==> config.mk <==
export PLATFORM = sky130hd
export DESIGN_NAME = sysmisc_regs
export DESIGN_NICKNAME = d
export VERILOG_FILES = /design/src/rtl/sysmisc_regs.sv
export SDC_FILE = /design/constraint.sdc
export NUM_CORES = 1
export LEC_CHECK = 0
export CAP_MARGIN = 20
export CORE_MARGIN = 5
export CORE_UTILIZATION = 50
export DETAILED_ROUTE_END_ITERATION = 16
export DONT_BUFFER_PORTS = 1
export PLACE_DENSITY_LB_ADDON = 0.15
export SLEW_MARGIN = 40
export SYNTH_ARGS = -nofsm -noshare
export SYNTH_HDL_FRONTEND = slang
export SYNTH_SLANG_ARGS = --single-unit
==> constraint.sdc <==
create_clock -name clk -period 2.65 [get_ports clk]
set_clock_uncertainty 0.1 [all_clocks]
set_input_delay 0.53 -clock clk [delete_from_list [all_inputs] [get_ports clk]]
set_output_delay 0.53 -clock clk [all_outputs]
set_load 0.05 [all_outputs]
==> src/rtl/sysmisc_regs.sv <==
module sysmisc_regs #(
  parameter int          ADDR_W   = 32,
  parameter logic [31:0] WIN_MASK = 32'h0fff_0000,
  parameter logic [31:0] OFS_LED  = 32'h0160_0000,
  parameter logic [31:0] OFS_CFG  = 32'h0180_0000,
  parameter logic [31:0] OFS_DIAG = 32'h01a0_0000,
  parameter logic [31:0] OFS_MDM  = 32'h01b0_0000,
  parameter logic [31:0] OFS_SYS  = 32'h01f0_0000
) (
  input  logic              clk,
  input  logic              rst,
  input  logic              sel_main,
  input  logic              sel_aux1,
  input  logic              sel_aux2,
  input  logic              sel_pwr,
  input  logic [ADDR_W-1:0] addr,
  input  logic              wr_en,
  input  logic              rd_en,
  input  logic [1:0]        size,
  input  logic [31:0]       wdata,
  output logic [31:0]       rdata,
  output logic              rvalid,
  input  logic              pwr_fail,
  output logic              irq,
  output logic              fd_tc,
  output logic              pwr_off,
  output logic              sys_rst_req,
  output logic              cpu_halt
);
  localparam logic [1:0] SZ_B = 2'd0;
  localparam logic [1:0] SZ_H = 2'd1;
  localparam logic [1:0] SZ_W = 2'd2;

  logic [7:0]  cfg_q, diag_q, mdm_q, aux1_q;
  logic [15:0] led_q;
  logic        sys_q, off_q, pf_q, pf_seen;

  logic [31:0] win;
  assign win = 32'(addr) & WIN_MASK;

  logic hit_cfg, hit_diag, hit_mdm, hit_led, hit_sys, hit_a1, hit_a2;
  assign hit_cfg  = sel_main && win == OFS_CFG  && size == SZ_B;
  assign hit_diag = sel_main && win == OFS_DIAG && size == SZ_B;
  assign hit_mdm  = sel_main && win == OFS_MDM  && size == SZ_B;
  assign hit_led  = sel_main && win == OFS_LED  && size == SZ_H && !addr[0];
  assign hit_sys  = sel_main && win == OFS_SYS  && size == SZ_W && addr[1:0] == 2'b00;
  assign hit_a1   = sel_aux1 && size == SZ_B;
  assign hit_a2   = sel_aux2 && size == SZ_B;

  logic [31:0] rd_mux;
  assign rd_mux = ({32{hit_cfg}}  & {24'd0, cfg_q})
                | ({32{hit_diag}} & {24'd0, diag_q})
                | ({32{hit_mdm}}  & {24'd0, mdm_q})
                | ({32{hit_led}}  & {16'd0, led_q})
                | ({32{hit_sys}}  & {30'd0, sys_q, 1'b0})
                | ({32{hit_a1}}   & {24'd0, aux1_q})
                | ({32{hit_a2}}   & {26'd0, pf_q, 4'd0, off_q});

  assign irq = pf_q & cfg_q[3];

  always_ff @(posedge clk) begin
    if (rst) begin
      cfg_q <= '0; diag_q <= '0; mdm_q <= '0; aux1_q <= '0; led_q <= '0;
      sys_q <= 1'b0; off_q <= 1'b0; pf_q <= 1'b0; pf_seen <= 1'b0;
      rdata <= '0; rvalid <= 1'b0;
      fd_tc <= 1'b0; pwr_off <= 1'b0; sys_rst_req <= 1'b0; cpu_halt <= 1'b0;
    end else begin
      pf_seen     <= pwr_fail;
      rvalid      <= rd_en;
      rdata       <= rd_en ? rd_mux : 32'd0;
      fd_tc       <= wr_en && hit_a1 && wdata[1];
      pwr_off     <= wr_en && hit_a2 && wdata[0];
      sys_rst_req <= wr_en && hit_sys && wdata[0];
      cpu_halt    <= wr_en && sel_pwr;
      if (wr_en) begin
        if (hit_cfg)  cfg_q  <= wdata[7:0];
        if (hit_diag) diag_q <= wdata[7:0];
        if (hit_mdm)  mdm_q  <= wdata[7:0];
        if (hit_led)  led_q  <= wdata[15:0];
        if (hit_a1)   aux1_q <= wdata[7:0] & 8'hfd;
        if (hit_sys && wdata[0]) sys_q <= 1'b1;
        if (hit_a2) begin
          off_q <= wdata[0];
          if (wdata[1]) pf_q <= 1'b0;
        end
      end
      if (pwr_fail != pf_seen) pf_q <= pwr_fail & cfg_q[3];
    end
  end
endmodule


=== Yosys cells after proc, flatten, opt, wreduce, memory -nomap -nowiden ===
Cells that the tools add are included.

* Input port bits: 75
* Flip-flop bits (word level): 88
* Output and inout bits: 38

* Eq/ne operators: 8
* Muxes and demuxes: 4
* Reductions and logical operators: 37
* Bitwise gates (word level): 16

{| class="wikitable"
|+ Operators by type and width
! cell !! number
|-
| $or 32x32->32 || 6
|-
| $and 32x8->32 || 4
|-
| $eq 12x9->1 const B || 5
|-
| $and 32x16->32 || 1
|-
| $and 32x2->32 || 1
|-
| $and 32x6->32 || 1
|-
| $logic_and 1x1->1 || 22
|-
| $reduce_and 2->1 || 7
|-
| $reduce_bool 2->1 || 3
|-
| $logic_not 2->1 || 2
|-
| $mux 1 || 4
|-
| $reduce_and 3->1 || 1
|-
| $and 1x1->1 || 2
|-
| $eq 2x1->1 const B || 1
|-
| $eq 2x2->1 const B || 1
|-
| $reduce_or 2->1 || 1
|-
| $logic_not 1->1 || 1
|-
| $ne 1x1->1 || 1
|-
| $not 1->1 || 1
|}

=== Depth between registers and ports, before layout ===
* Depth in word-level cells: 10
* Mapped depth: 7
* Depth with buffers taken out: 5

=== Least setup slack after synthesis ===
No wires, ideal clock.

* Path kind: input to register
* Start: input addr[27]
* End: register cfg_q[0]
* Path buffers: 1
* Cell stages on the path: 5
* Library setup time: 0.072 ns
* Slack: 0.836 ns
* Data arrival time: 1.643 ns
* Cells stage by stage: nor4_4 -> nand4_2 -> nor3b_2 -> buf_4 -> mux2i_1

* Cells in the longest elaborated chain, start to end: 4

{| class="wikitable"
|+ Ends and longest elaborated chain
! item !! RTL line !! text
|-
| from (decl) || 16 || <nowiki>input logic [ADDR_W-1:0] addr,</nowiki>
|-
| $eq 12x9->1 || 42 || <nowiki>assign hit_cfg = sel_main && win == OFS_CFG && size == SZ_B;</nowiki>
|-
| $logic_and 1x1->1 (2 in a row) || 42 ||
|-
| $reduce_and 2->1 (no source line) || - ||
|-
| to (signal assigned) || 76 || <nowiki>if (hit_cfg) cfg_q <= wdata[7:0];</nowiki>
|-
| to (decl) || 34 || <nowiki>logic [7:0] cfg_q, diag_q, mdm_q, aux1_q;</nowiki>
|}

Every way passes these cells.
A chain may end at the register's enable or synchronous reset.

=== Worst setup path after layout ===
* Start: register cfg_q[3]
* End: output irq

* Cells in the longest elaborated chain, start to end: 1

{| class="wikitable"
|+ Ends and longest elaborated chain
! item !! RTL line !! text
|-
| $and 1x1->1 || 59 || <nowiki>assign irq = pf_q & cfg_q[3];</nowiki>
|-
| to (decl) || 24 || <nowiki>output logic irq,</nowiki>
|}

Every way passes these cells.

==> results_dict.tcl <==
set metrics [dict create \
    timing.critical_path.from_type "register" \
    via_count 2111 \
    drc 0 \
    ys.warnings.count 0 \
    htree_levels 3 \
    unrepaired_setup_endpoints_after_global_routing "no" \
    synth_cell_types 41 \
    coreArea_sq_um 6350 \
    power_leakage_nw 1.350 \
    finalMaxSlewViolations 0 \
    met2_usage_pct 26.21 \
    vias_per_cell 5.304 \
    syn_area_per_cell_sq_um 10.29 \
    regArea_sq_um 1441 \
    worst_ep_arrival_time_ns 1.20 \
    buffer_type_at_the_clock_tree_root "clkbuf_8" \
    hpwlAfterDp_microns 4541 \
    drtAntennaViolNets 0 \
    initial_utilization_pct 51.19 \
    synth-async-reset-ratio_pct 0 \
    groute.layer.met3.usage_pct 5.500 \
    synthesis.instances 316 \
    tritoncts_buffers 9 \
    cts_sinks 72 \
    result_of_the_run "complete, no violations" \
    detail_route.iter0.violations 118 \
    final.min_clock_period_ns 1.830 \
    cts_resized 0 \
    finalCoreUtilization_pct 53.71 \
    insertedDiodeCount 0 \
    critPathRequiredTime_ns 2.02 \
    flow.area_growth_from_synthesis_pct 4.927 \
    drv_cap 0 \
    first_global_vias 2081 \
    finalHoldViolCount 0 \
    worstPathCellList "and2_1" \
    chipHeight_microns 90.63 \
    finalSetupViolations 0 \
    busiest_layer "met2" \
    netlist_top_cells_count "dfxtp_1 (72), nand2b_1 (58), mux2i_1 (56)" \
    routed_wl_microns 6541 \
    power_density_nw_per_um2 593.2 \
    nNetsFinal 391 \
    max-slew-margin-rel_pct 58.05 \
    timing.setup.critical_path_class "register to output pin" \
    port_buffers 0 \
    netlist_area_sq_um 3251 \
    gp_routability_congestion 0.7247 \
    design.die.area_sq_um 8214 \
    achievable-frequency_mhz 546.5 \
    clock_tree.buffer_depth 2 \
    hold_path.class "input pin to register" \
    count_of_flip_flops_with_a_built_in_enable_after_synthesis 0 \
    area_occupied_by_multi_input_gates_sq_um 1629 \
    postSynthRegisterBits 72 \
    ir_worst_vdd_mv 0.4337 \
    post_cts_setup_buffers 0 \
    post_synth_main_area_contributors "dfxtp_1 (44%), mux2i_1 (17%), nand2b_1 (11%)" \
    nFillCells 588 \
    cts.reportedPaths.clkPinSlew_ns 0.08 \
    final_min_period_over_clock_period_pct 69.05 \
    yosysMostFrequentCell "dfxtp_1" \
    grt.met1_usage_pct 20.87 \
    global_route_wire_length_before_repair_microns 10650 \
    synth_ff_type "dfxtp_1" \
    clock_latency_ns 0.35 \
    synth_sequential_area_ratio_pct 44.34 \
    synth_top_cell_area_share_pct 44.34 \
    grt_util_all_layers_pct 16.44 \
    crit_path_max_incr_delay_ns 0.46 \
    tightest_slew_ns 0.6292 \
    std_cell_rows 29 \
    totalNegativeSetupSlack_ns 0 \
    grt_max_degree 70 \
    routed_wire_length_per_instance_microns 16.43 \
    die_outline_width_microns 90.63 \
    cts-hold-fix-buffers 0 \
    detailedRoute.firstPassIterationCount 4 \
    synth.largest_area_cell "dfxtp_1" \
    grt_antenna_before_repair 0 \
    tritoncts "built" \
    critical_path.slowest_cell "and2_1" \
    critical_path.n_buffers_inverters 0 \
    end_kind "output pin" \
    worst_path_max_fanout 4 \
    i_o_pins 113 \
    timing.critical_path.max_delay_family "simple AND/OR/NAND/NOR gates" \
    drive_gt1_share_pct 8.723 \
    overflow 0 \
]
[kinds of logic after synthesis]
family                    synth area share (%)
and+or+nand+nor                          25.79
other                                   0.1154
AOI/OAI and AO/OA                        4.966
xor gates and xnor gates                0.2695
DFF                                      44.34
buffers and inverters                    7.275
muxes                                    17.24
[flip-flops by register name (all words and copies together), names as in the netlist]
signal and cells:
rvalid 1, pwr_off 1, diag_q 8, mdm_q 8, cfg_q 8, aux1_q 7
rdata 16, fd_tc 1, led_q 16, pf_seen 1, cpu_halt 1, sys_rst_req 1
sys_q 1, pf_q 1, off_q 1
[final timing paths]
check	start	endpoint	slack [ns]	cells after the start
min	rst	off_q	0.15	1
min reg2reg	sys_q	sys_q	0.35	2
max	cfg_q[3]	irq	0.82	1
max reg2reg	aux1_q[0]	rdata[0]	1.50	3
[placed cells by master (no fill, tap or decap), drive strengths merged, types with 3 or more instances in the layout]
master	synthesis	layout
nand3	9	9
a221o	7	7
nor2	13	13
nor3b	3	3
dfxtp	72	72
nand2b	58	58
mux2i	56	56
inv	3	7
conb	1	16
and3	3	3
nor4b	3	3
buf	24	6
and2	11	11
nand4	5	5
nor4	3	3
nor2b	3	3
clkbuf	8	9
nor3	3	3
o31ai	5	5
nand2	9	9
[metal layers]
metal	vias to the layer above	share of wire, %
li1	1070	-
met1	1000	46
met2	35	48
met3	6	4.7
met4	0	1.2
met5	-	0
[where the power goes]
group	switching, mW	internal, mW	total [mW]
Clock	0.458	0.357	0.815
Sequential	0.00903	1.09	1.09
Combinational	0.0766	0.0366	0.113
Total	0.543	1.48	2.02
[metrics by stage]
stage	hold slack, ns	power, mW	setup slack [ns]	area [sq um]	std cells
2_1_floorplan	0.3257	1.257	0.8358	3307	331
3_3_place_gp	0.3321	1.233	0.4622	3226	382
3_5_place_dp	0.3339	1.234	0.4419	3226	382
4_1_cts	0.1312	2.048	0.7950	3411	398
5_1_grt	0.1251	2.111	0.7329	3411	398
6_report	0.1465	2.023	0.8201	3411	398
[layout make-up]
cell class,count,share of cell area (%)
inverters,3,0.4035
flip-flops and latches,72,42.26
clock inverters,7,1.798
multi-input cells,224,47.76
well taps,77,2.825
repair buffers,6,1.321
clock buffers,9,3.632
Power figures use the tool's default switching activity.
